## src/rtl/pwr_seq_pkg.sv

```systemverilog
package pwr_seq_pkg;

   typedef enum logic [1:0] {
      PS_RUN  = 2'd0,
      PS_RISE = 2'd1,
      PS_FALL = 2'd2,
      PS_OFF  = 2'd3
   } pwr_state_e;

   localparam logic [11:0] OFS_WAKE     = 12'h010;
   localparam logic [11:0] OFS_STATUS   = 12'h040;
   localparam logic [11:0] OFS_CTL_BASE = 12'h100;
   localparam logic [11:0] OFS_DEBUG    = 12'h180;
   localparam int          CTL_STRIDE   = 16;
   localparam int          STAT_STRIDE  = 4;
   localparam logic [1:0]  CTL_STANDBY  = 2'd3;
   localparam int          MAX_CORES    = 4;

endpackage

```

## src/rtl/pwr_core_seq.sv

```systemverilog
module pwr_core_seq
   import pwr_seq_pkg::*;
#(
   parameter int SETTLE   = 16,
   parameter bit START_ON = 1'b0,
   localparam int CNT_W   = $clog2(SETTLE + 1)
) (
   input  logic       clk,
   input  logic       rst_n,
   input  logic       wake_req,
   input  logic       stby_req,
   input  logic       core_idle,
   output pwr_state_e state,
   output logic       wake_done,
   output logic       stby_take,
   output logic       pwr_en,
   output logic       core_rst
);

   logic [CNT_W-1:0] cnt;
   logic             cnt_last;

   assign cnt_last = (cnt == CNT_W'(SETTLE - 1));

   always_comb begin
      wake_done = ((state == PS_RUN) && wake_req) || ((state == PS_RISE) && cnt_last);
      stby_take = (state == PS_RUN) && stby_req && core_idle;
      pwr_en    = (state != PS_OFF);
      core_rst  = (state != PS_RUN);
   end

   always_ff @(posedge clk) begin
      if (!rst_n) begin
         cnt <= '0;
         if (START_ON) state <= PS_RUN;
         else          state <= PS_OFF;
      end else begin
         unique case (state)
            PS_OFF: begin
               if (wake_req) begin
                  state <= PS_RISE;
                  cnt   <= '0;
               end
            end
            PS_RISE: begin
               if (cnt_last) state <= PS_RUN;
               else          cnt   <= cnt + 1'b1;
            end
            PS_RUN: begin
               if (stby_take) begin
                  state <= PS_FALL;
                  cnt   <= '0;
               end
            end
            PS_FALL: begin
               if (cnt_last) state <= PS_OFF;
               else          cnt   <= cnt + 1'b1;
            end
            default: state <= PS_OFF;
         endcase
      end
   end

endmodule

```

## src/rtl/pwr_reg_file.sv

```systemverilog
module pwr_reg_file
   import pwr_seq_pkg::*;
#(
   parameter int NCORE  = 4,
   parameter int ADDR_W = 12
) (
   input  logic                  clk,
   input  logic                  rst_n,
   input  logic [ADDR_W-1:0]     bus_addr,
   input  logic                  bus_we,
   input  logic [31:0]           bus_wdata,
   output logic [31:0]           bus_rdata,
   input  logic [NCORE-1:0][1:0] core_state,
   input  logic [NCORE-1:0]      wake_done,
   input  logic [NCORE-1:0]      stby_take,
   output logic [NCORE-1:0]      wake_pend,
   output logic [NCORE-1:0]      stby_arm,
   output logic [31:0]           dbg_q
);

   logic             hit_wake;
   logic             hit_stat;
   logic             hit_dbg;
   logic [NCORE-1:0] hit_ctl;
   logic [31:0]      stat_word;

   assign hit_wake = (bus_addr == ADDR_W'(OFS_WAKE));
   assign hit_stat = (bus_addr == ADDR_W'(OFS_STATUS));
   assign hit_dbg  = (bus_addr == ADDR_W'(OFS_DEBUG));

   for (genvar n = 0; n < NCORE; n++) begin : g_ctl
      assign hit_ctl[n] = (bus_addr == ADDR_W'(OFS_CTL_BASE) + ADDR_W'(n * CTL_STRIDE));

      always_ff @(posedge clk) begin
         if (!rst_n)                       stby_arm[n] <= 1'b0;
         else if (bus_we && hit_ctl[n])    stby_arm[n] <= (bus_wdata[1:0] == CTL_STANDBY);
         else if (stby_take[n])            stby_arm[n] <= 1'b0;
      end
   end

   always_ff @(posedge clk) begin
      if (!rst_n) begin
         wake_pend <= '0;
         dbg_q     <= '0;
      end else begin
         wake_pend <= (wake_pend & ~wake_done)
                    | ((bus_we && hit_wake) ? bus_wdata[NCORE-1:0] : '0);
         if (bus_we && hit_dbg) dbg_q <= bus_wdata;
      end
   end

   always_comb begin
      stat_word = '0;
      for (int n = 0; n < NCORE; n++) stat_word[n*STAT_STRIDE +: 2] = core_state[n];
   end

   always_comb begin
      bus_rdata = '0;
      if (hit_wake) bus_rdata[NCORE-1:0] = wake_pend;
      if (hit_stat) bus_rdata = stat_word;
      if (hit_dbg)  bus_rdata = dbg_q;
      for (int n = 0; n < NCORE; n++)
         if (hit_ctl[n]) bus_rdata[1:0] = stby_arm[n] ? CTL_STANDBY : 2'd0;
   end

endmodule

```

## src/rtl/core_power_sequencer.sv

```systemverilog
module core_power_sequencer
   import pwr_seq_pkg::*;
#(
   parameter int NCORE  = 4,
   parameter int SETTLE = 16,
   parameter int ADDR_W = 12
) (
   input  logic              clk,
   input  logic              rst_n,
   input  logic [ADDR_W-1:0] bus_addr,
   input  logic              bus_we,
   input  logic [31:0]       bus_wdata,
   output logic [31:0]       bus_rdata,
   input  logic [NCORE-1:0]  core_idle,
   output logic [NCORE-1:0]  core_pwr_en,
   output logic [NCORE-1:0]  core_reset
);

   if (NCORE < 1 || NCORE > MAX_CORES) begin : g_bad_ncore
      $error("NCORE must lie between 1 and 4");
   end
   if (SETTLE < 1) begin : g_bad_settle
      $error("SETTLE must be at least 1");
   end
   if (ADDR_W < 9) begin : g_bad_addr
      $error("ADDR_W must cover offset 0x180");
   end

   logic [NCORE-1:0][1:0] core_state;
   logic [NCORE-1:0]      wake_done;
   logic [NCORE-1:0]      stby_take;
   logic [NCORE-1:0]      wake_pend;
   logic [NCORE-1:0]      stby_arm;
   logic [31:0]           dbg_q;

   pwr_reg_file #(
      .NCORE  (NCORE),
      .ADDR_W (ADDR_W)
   ) i_regs (
      .clk        (clk),
      .rst_n      (rst_n),
      .bus_addr   (bus_addr),
      .bus_we     (bus_we),
      .bus_wdata  (bus_wdata),
      .bus_rdata  (bus_rdata),
      .core_state (core_state),
      .wake_done  (wake_done),
      .stby_take  (stby_take),
      .wake_pend  (wake_pend),
      .stby_arm   (stby_arm),
      .dbg_q      (dbg_q)
   );

   for (genvar n = 0; n < NCORE; n++) begin : g_core
      pwr_state_e st;

      pwr_core_seq #(
         .SETTLE   (SETTLE),
         .START_ON (n == 0)
      ) i_seq (
         .clk       (clk),
         .rst_n     (rst_n),
         .wake_req  (wake_pend[n]),
         .stby_req  (stby_arm[n]),
         .core_idle (core_idle[n]),
         .state     (st),
         .wake_done (wake_done[n]),
         .stby_take (stby_take[n]),
         .pwr_en    (core_pwr_en[n]),
         .core_rst  (core_reset[n])
      );

      assign core_state[n] = st;
   end

endmodule

```

## config.mk

```make
export PLATFORM = sky130hd
export DESIGN_NAME = core_power_sequencer
export DESIGN_NICKNAME = d
export VERILOG_FILES = /design/src/rtl/pwr_seq_pkg.sv /design/src/rtl/pwr_core_seq.sv /design/src/rtl/pwr_reg_file.sv /design/src/rtl/core_power_sequencer.sv
export SDC_FILE = /design/constraint.sdc
export NUM_CORES = 1
export LEC_CHECK = 0
export BUFFER_PORTS_ARGS = -buffer_cell sky130_fd_sc_hd__clkbuf_2
export CAP_MARGIN = 5
export CORE_MARGIN = 1
export CORE_UTILIZATION = 43
export CTS_BUF_LIST = sky130_fd_sc_hd__clkbuf_4 sky130_fd_sc_hd__clkbuf_8
export CTS_CLUSTER_DIAMETER = 80
export CTS_CLUSTER_SIZE = 12
export DETAILED_ROUTE_END_ITERATION = 16
export PLACE_DENSITY = 0.66
export SYNTH_ARGS = -nofsm -noshare
export SYNTH_HDL_FRONTEND = slang
export SYNTH_SLANG_ARGS = --single-unit
```

## constraint.sdc

```tcl
create_clock -name clk -period 2.9 [get_ports clk]
set_input_delay 0.58 -clock clk [delete_from_list [all_inputs] [get_ports clk]]
set_output_delay 0.58 -clock clk [all_outputs]
set_load 0.05 [all_outputs]
```

**After elaboration in Yosys (flattened, before gate mapping)**

Index checks and enable logic that the tools add are counted.
W data, S select, Z words.

- Equality and inequality tests: 48
- Reduce and logical (&&, ||, !) cells: 50
- Add/sub/neg operators: 4
- Bitwise operators: 3
- Muxes and demuxes: 56

Operators with widths:

| kind | number |
|---|---|
| $eq A12 B9 Y1 const B | 5 |
| $mux W5 | 12 |
| $pmux W5 S3 | 4 |
| $mux W2 | 24 |
| $mux W32 | 1 |
| $pmux W2 S4 | 4 |
| $ne A2 B1 Y1 const B | 12 |
| $ne A2 B2 Y1 const B | 12 |
| $logic_and A1 B1 Y1 | 22 |
| $add A5 B1 Y5 const B | 4 |
| $eq A5 B4 Y1 const B | 4 |
| $eq A2 B2 Y1 const B | 9 |
| $reduce_and A4 Y1 | 4 |
| $reduce_bool A2 Y1 | 8 |
| $mux W14 | 1 |
| $eq A12 B5 Y1 const B | 1 |
| $eq A12 B7 Y1 const B | 1 |
| $reduce_and A3 Y1 | 4 |
| $eq A2 B1 Y1 const B | 4 |
| $logic_not A2 Y1 | 4 |
| $mux W1 | 8 |
| $mux W4 | 2 |
| $reduce_or A2 Y1 | 4 |
| $and A4 B4 Y4 | 1 |
| 3 further kinds | 6 |

- Word-level logic and storage cells: 175
- Flip-flop bits (word level): 68
- Output and inout port bits: 40
- Input port bits: 51

**Depth between registers and ports, before layout**

- Depth after elaboration: 8
- Mapped depth: 7
- Gate-level depth less buffers: 7

**Modules after synthesis**

Synthesis repeated with hierarchy kept, for this count alone.

- Cell total of the unflattened synthesis: 461
- Area, all modules: 4016.4 µm²

By module, submodules not included:

| module | sequential area each (µm²) | area an instance (µm²) | cells an instance | instances |
|---|---|---|---|---|
| pwr_reg_file | 800.8 | 1984.4 | 237 | 1 |
| pwr_core_seq (g_core[1].i_seq ...) | 140.1 | 516.7 | 56 | 2 |
| pwr_core_seq (g_core[3].i_seq) | 140.1 | 501.7 | 57 | 1 |
| pwr_core_seq (g_core[0].i_seq) | 140.1 | 496.7 | 55 | 1 |

**Least setup slack after synthesis**

OpenSTA, ideal clock, no wires.

- Path kind: input-to-output
- Start point: in bus_addr[4]
- End point: out bus_rdata[1]
- Path buffers: 2
- Data arrival time: 2.140 ns
- Cell stages on the path: 6
- Slack: 0.180 ns
- Required time: 2.320 ns
- Cells stage by stage: buf_4 nor4b_4 and2_1 buf_4 a22oi_1 a21oi_1

- Word-level cells in the longest chain between the ends: 8
- Elaborated cells on any way between the ends: 14
- Those cells by class: eq/ne (7); mux (7)

RTL lines:

| element | RTL line | text |
|---|---|---|
| from (decl) | core_power_sequencer.sv:10 | `input logic [ADDR_W-1:0] bus_addr,` |
| $eq A12 B5 Y1 | pwr_reg_file.sv:27 | `assign hit_wake = (bus_addr == ADDR_W'(OFS_WAKE));` |
| $mux W4 | pwr_reg_file.sv:59 | `if (hit_wake) bus_rdata[NCORE-1:0] = wake_pend;` |
| $mux W14 | pwr_reg_file.sv:60 | `if (hit_stat) bus_rdata = stat_word;` |
| $mux W32 | pwr_reg_file.sv:61 | `if (hit_dbg) bus_rdata = dbg_q;` |
| $mux W2 (3 in a row) | pwr_reg_file.sv:63 | `if (hit_ctl[n]) bus_rdata[1:0] = stby_arm[n] ? CTL_STANDBY : 2'd0;` |
| $mux W2 * | pwr_reg_file.sv:63 |  |
| to (decl) | core_power_sequencer.sv:13 | `output logic [31:0] bus_rdata,` |

Mark *: on every way between the ends. The rest lies on a longest branch, timed or not.

**Worst setup path after layout**

- Start point: in bus_addr[2]
- End point: out bus_rdata[9]

- Word-level cells in the longest chain between the ends: 3
- Elaborated cells on any way between the ends: 4
- Those cells by class: eq/ne (2); mux (2)

RTL lines:

| element | RTL line | text |
|---|---|---|
| $eq A12 B7 Y1 | pwr_reg_file.sv:28 | `assign hit_stat = (bus_addr == ADDR_W'(OFS_STATUS));` |
| $mux W14 | pwr_reg_file.sv:60 |  |
| $mux W32 * | pwr_reg_file.sv:61 |  |

Marked as above.

==> impl_metrics.env <==
export IMPL_status="completed"
export IMPL_cp_slowest_cell="and3_1"
export IMPL_reg2reg_setup_slack_ns=0.95
export IMPL_routedLengthMet1_um=4580
export IMPL_cts_max_path_buffers=2
export IMPL_die_w_um=99.4
export IMPL_cts_resized=0
export IMPL_syn2layout_area_growth_pct=18.6
export IMPL_cp_top_family="simple AND/OR/NAND/NOR gates"
export IMPL_grt_pass1_vias=3366
export IMPL_leakagePower_nw=2.06
export IMPL_syn_nets=557
export IMPL_layout_commonest_cell="clkbuf_2"
export IMPL_drv_slew=0
export IMPL_ir_drop_mv=0.279
export IMPL_power_density_nw_per_um2=488
export IMPL_syn_area_per_cell_um2=8.53
export IMPL_tns_ns=0
export IMPL_slowest_delay_ns=0.44
export IMPL_vias_per_cell=5.28
export IMPL_die_area_um2=9870
export IMPL_fin_skew_ns=0.00749
export IMPL_end_kind="output port"
export IMPL_crit_arrival_ns=2.11
export IMPL_cts_htree_levels=3
export IMPL_drv_cap=0
export IMPL_synth_area_um2=4080
export IMPL_ant_nets=0
export IMPL_dr_total_vias=3549
export IMPL_hold_class="input pin to flop"
export IMPL_clk_latency_ns=0.35
export IMPL_core_um2=9200
export IMPL_multiInputGateArea_um2=2390
export IMPL_dp_worst_setup_slack_ns=0.246
export IMPL_fin_ws_ns=0.213
export IMPL_ys_flop_type="dfxtp_1"
export IMPL_cts_tree="yes"
export IMPL_gr_total_overflow=0
export IMPL_ys_warn_count=0
export IMPL_cts_root_buf="clkbuf_8"
export IMPL_path_buf_inv=2
export IMPL_grt_usage_pct=19.7
export IMPL_drt_iter0_markers=143
export IMPL_antenna_found_initial=0
export IMPL_route_met3_wl_um=417
export IMPL_synthArstFlopShare_pct=0
export IMPL_critical_path_max_fanout=6
export IMPL_timing_fmax_mhz=372
export IMPL_wl_per_cell_um=14.0
export IMPL_grt_max_degree=53
export IMPL_rsz0062_at_grt="no"
export IMPL_fin_crit_ns=2.69
export IMPL_layout_common_cells="clkbuf_2, nand2_1, dfxtp_1"
export IMPL_clkTransAtPathRegs_ns=0.08
export IMPL_fin_crit_sh_pct=92.7
export IMPL_crit_path_cell_trace="clkbuf_2 -> nor4_4 -> and2_1 -> and3_1 -> a22o_1 -> buf_12"
export IMPL_yosys_register_bits=68
export IMPL_worstMarginPinSlew_ns=0.573
export IMPL_synthDistinctLibCells=56
export IMPL_route_met2_wl_um=4220
export IMPL_cts_hold_fix_buffers=0
export IMPL_drc=0
export IMPL_numCtsBuffers=9
export IMPL_drive_gt1_share_pct=28.9
export IMPL_cp_data_required_time_ns=2.32
export IMPL_criticalPathCategory="input pin to output port"
export IMPL_post_cts_buffers=0
export IMPL_synth_edf_count=0
export IMPL_io_pins=91
export IMPL_diodes=0
export IMPL_top_layer="met4"
export IMPL_die_h_um=99.4
export IMPL_syn_inst=478
export IMPL_drt_total_wl_um=9430
export IMPL_start_util_pct=44.3
export IMPL_drtPass1Iterations=4
export IMPL_grt_pass1_wl_um=15400
export IMPL_nFillCells=875
export IMPL_regArea_um2=1360
export IMPL_setup_viol=0
export IMPL_rows=35
export IMPL_placement_io_buffers=90
export IMPL_nets=635
export IMPL_cts_sinks=68
export IMPL_crit_path_start_kind="input pin"
export IMPL_hpwl_um=6940
export IMPL_finalHoldViolations=0
export IMPL_ys_seq_area_share_pct=33.4
export IMPL_slew_headroom_pct=61.6
export IMPL_gp_congestion=0.821
cell type report:
class	count	share of cell area, %
well taps	111	2.87
clock buffers	9	2.56
clock inverters	7	1.55
inverters	26	2.02
repair buffers	100	13.4
multi-input cells	351	49.5
flip-flops and latches	68	28.2
power breakdown:
| group | internal [mW] | switching (mW) | total [mW] |
|---|---|---|---|
| registers | 0.964 | 0.0439 | 1.01 |
| logic | 0.208 | 0.353 | 0.562 |
| clock network | 0.401 | 0.388 | 0.790 |
| total | 1.57 | 0.785 | 2.36 |
metrics by stage:
stage                     hold slack [ns]  utilization [%]  total power [mW]  area, um2  cells
after floorplan                     0.426                -              1.47       4080    478
after global placement              0.434             50.4              1.57       4640    656
after detailed placement            0.447             50.4              1.58       4640    656
after CTS                           0.439             52.6              2.38       4840    672
after global routing                0.444             52.6              2.50       4840    672
final                               0.452             52.6              2.36       4840    672
worst reg2reg max path: stages, from the launching register on:
cell     delay (ns)
dfxtp_1        0.40
ha_1           0.19
and3_1         0.17
ha_1           0.30
o21ba_2        0.21
nor3_1         0.25
nor3b_1        0.21
o21ai_0        0.10
worst paths after layout:
kind	start	to	cells past startpoint
min	bus_wdata[9]	i_regs.dbg_q[9]$_SDFFE_PN0P_	3
min reg2reg	i_regs.dbg_q[16]$_SDFFE_PN0P_	i_regs.dbg_q[16]$_SDFFE_PN0P_	2
max reg2reg	g_core[3].i_seq.cnt[0]$_SDFFE_PN0P_	g_core[3].i_seq.state[0]$_SDFFE_PN1P_	7
max	bus_addr[2]	bus_rdata[9]	6
flip-flops by register name, indices dropped and copies added, names as in the netlist:
signal and count:
i_regs.wake_pend 4, i_regs.stby_arm 4, i_regs.dbg_q 32, g_core.i_seq.state 8, g_core.i_seq.cnt 20
routing by layer:
| layer | global-route usage, % | up-vias |
|---|---|---|
| met5 | 0 | - |
| met4 | 8.82 | 0 |
| met3 | 3.79 | 15 |
| met2 | 32.5 | 92 |
| met1 | 25.1 | 1638 |
| li1 | - | 1804 |
kinds of logic (layout without fill, tap and decap cells):
logic type | Yosys count | after routing | synth area share (%)
AND/OR/NAND/NOR | 217 | 217 | 28.2
AO/OA/AOI/OAI | 97 | 97 | 19.3
flip-flops | 68 | 68 | 33.4
buffers and inverters | 59 | 142 | 7.89
adder cells (fa/ha/maj) | 28 | 28 | 8.59
multiplexers | 9 | 9 | 2.58
Yosys cell counts (all sizes together), types with 2 or more instances:
library cell | instances | area [um2]
inv | 25 | 93.8
nor4 | 7 | 58.8
and4b | 2 | 20.0
dfxtp | 68 | 1360
nor4b | 3 | 47.5
or3 | 2 | 12.5
nand3 | 23 | 115
nand2 | 90 | 363
o211ai | 2 | 15.0
nand2b | 4 | 25.0
a21oi | 16 | 83.8
a32o | 2 | 20.0
nor2 | 17 | 63.8
o21a | 7 | 52.6
buf | 19 | 169
ha | 28 | 350
a22o | 8 | 70.1
nor3 | 11 | 60.1
a22oi | 4 | 30.0
a21boi | 37 | 353
nor2b | 8 | 50.1
clkbuf | 14 | 55.1
and2 | 11 | 68.8
nand4b | 6 | 52.6
a21bo | 5 | 50.1
mux2 | 2 | 22.5
o2bb2ai | 2 | 17.5
o21ai | 6 | 30.0
mux2i | 6 | 60.1
and3 | 29 | 181
o21ba | 2 | 20.0
No activity file was read; power rests on OpenSTA's default activity.
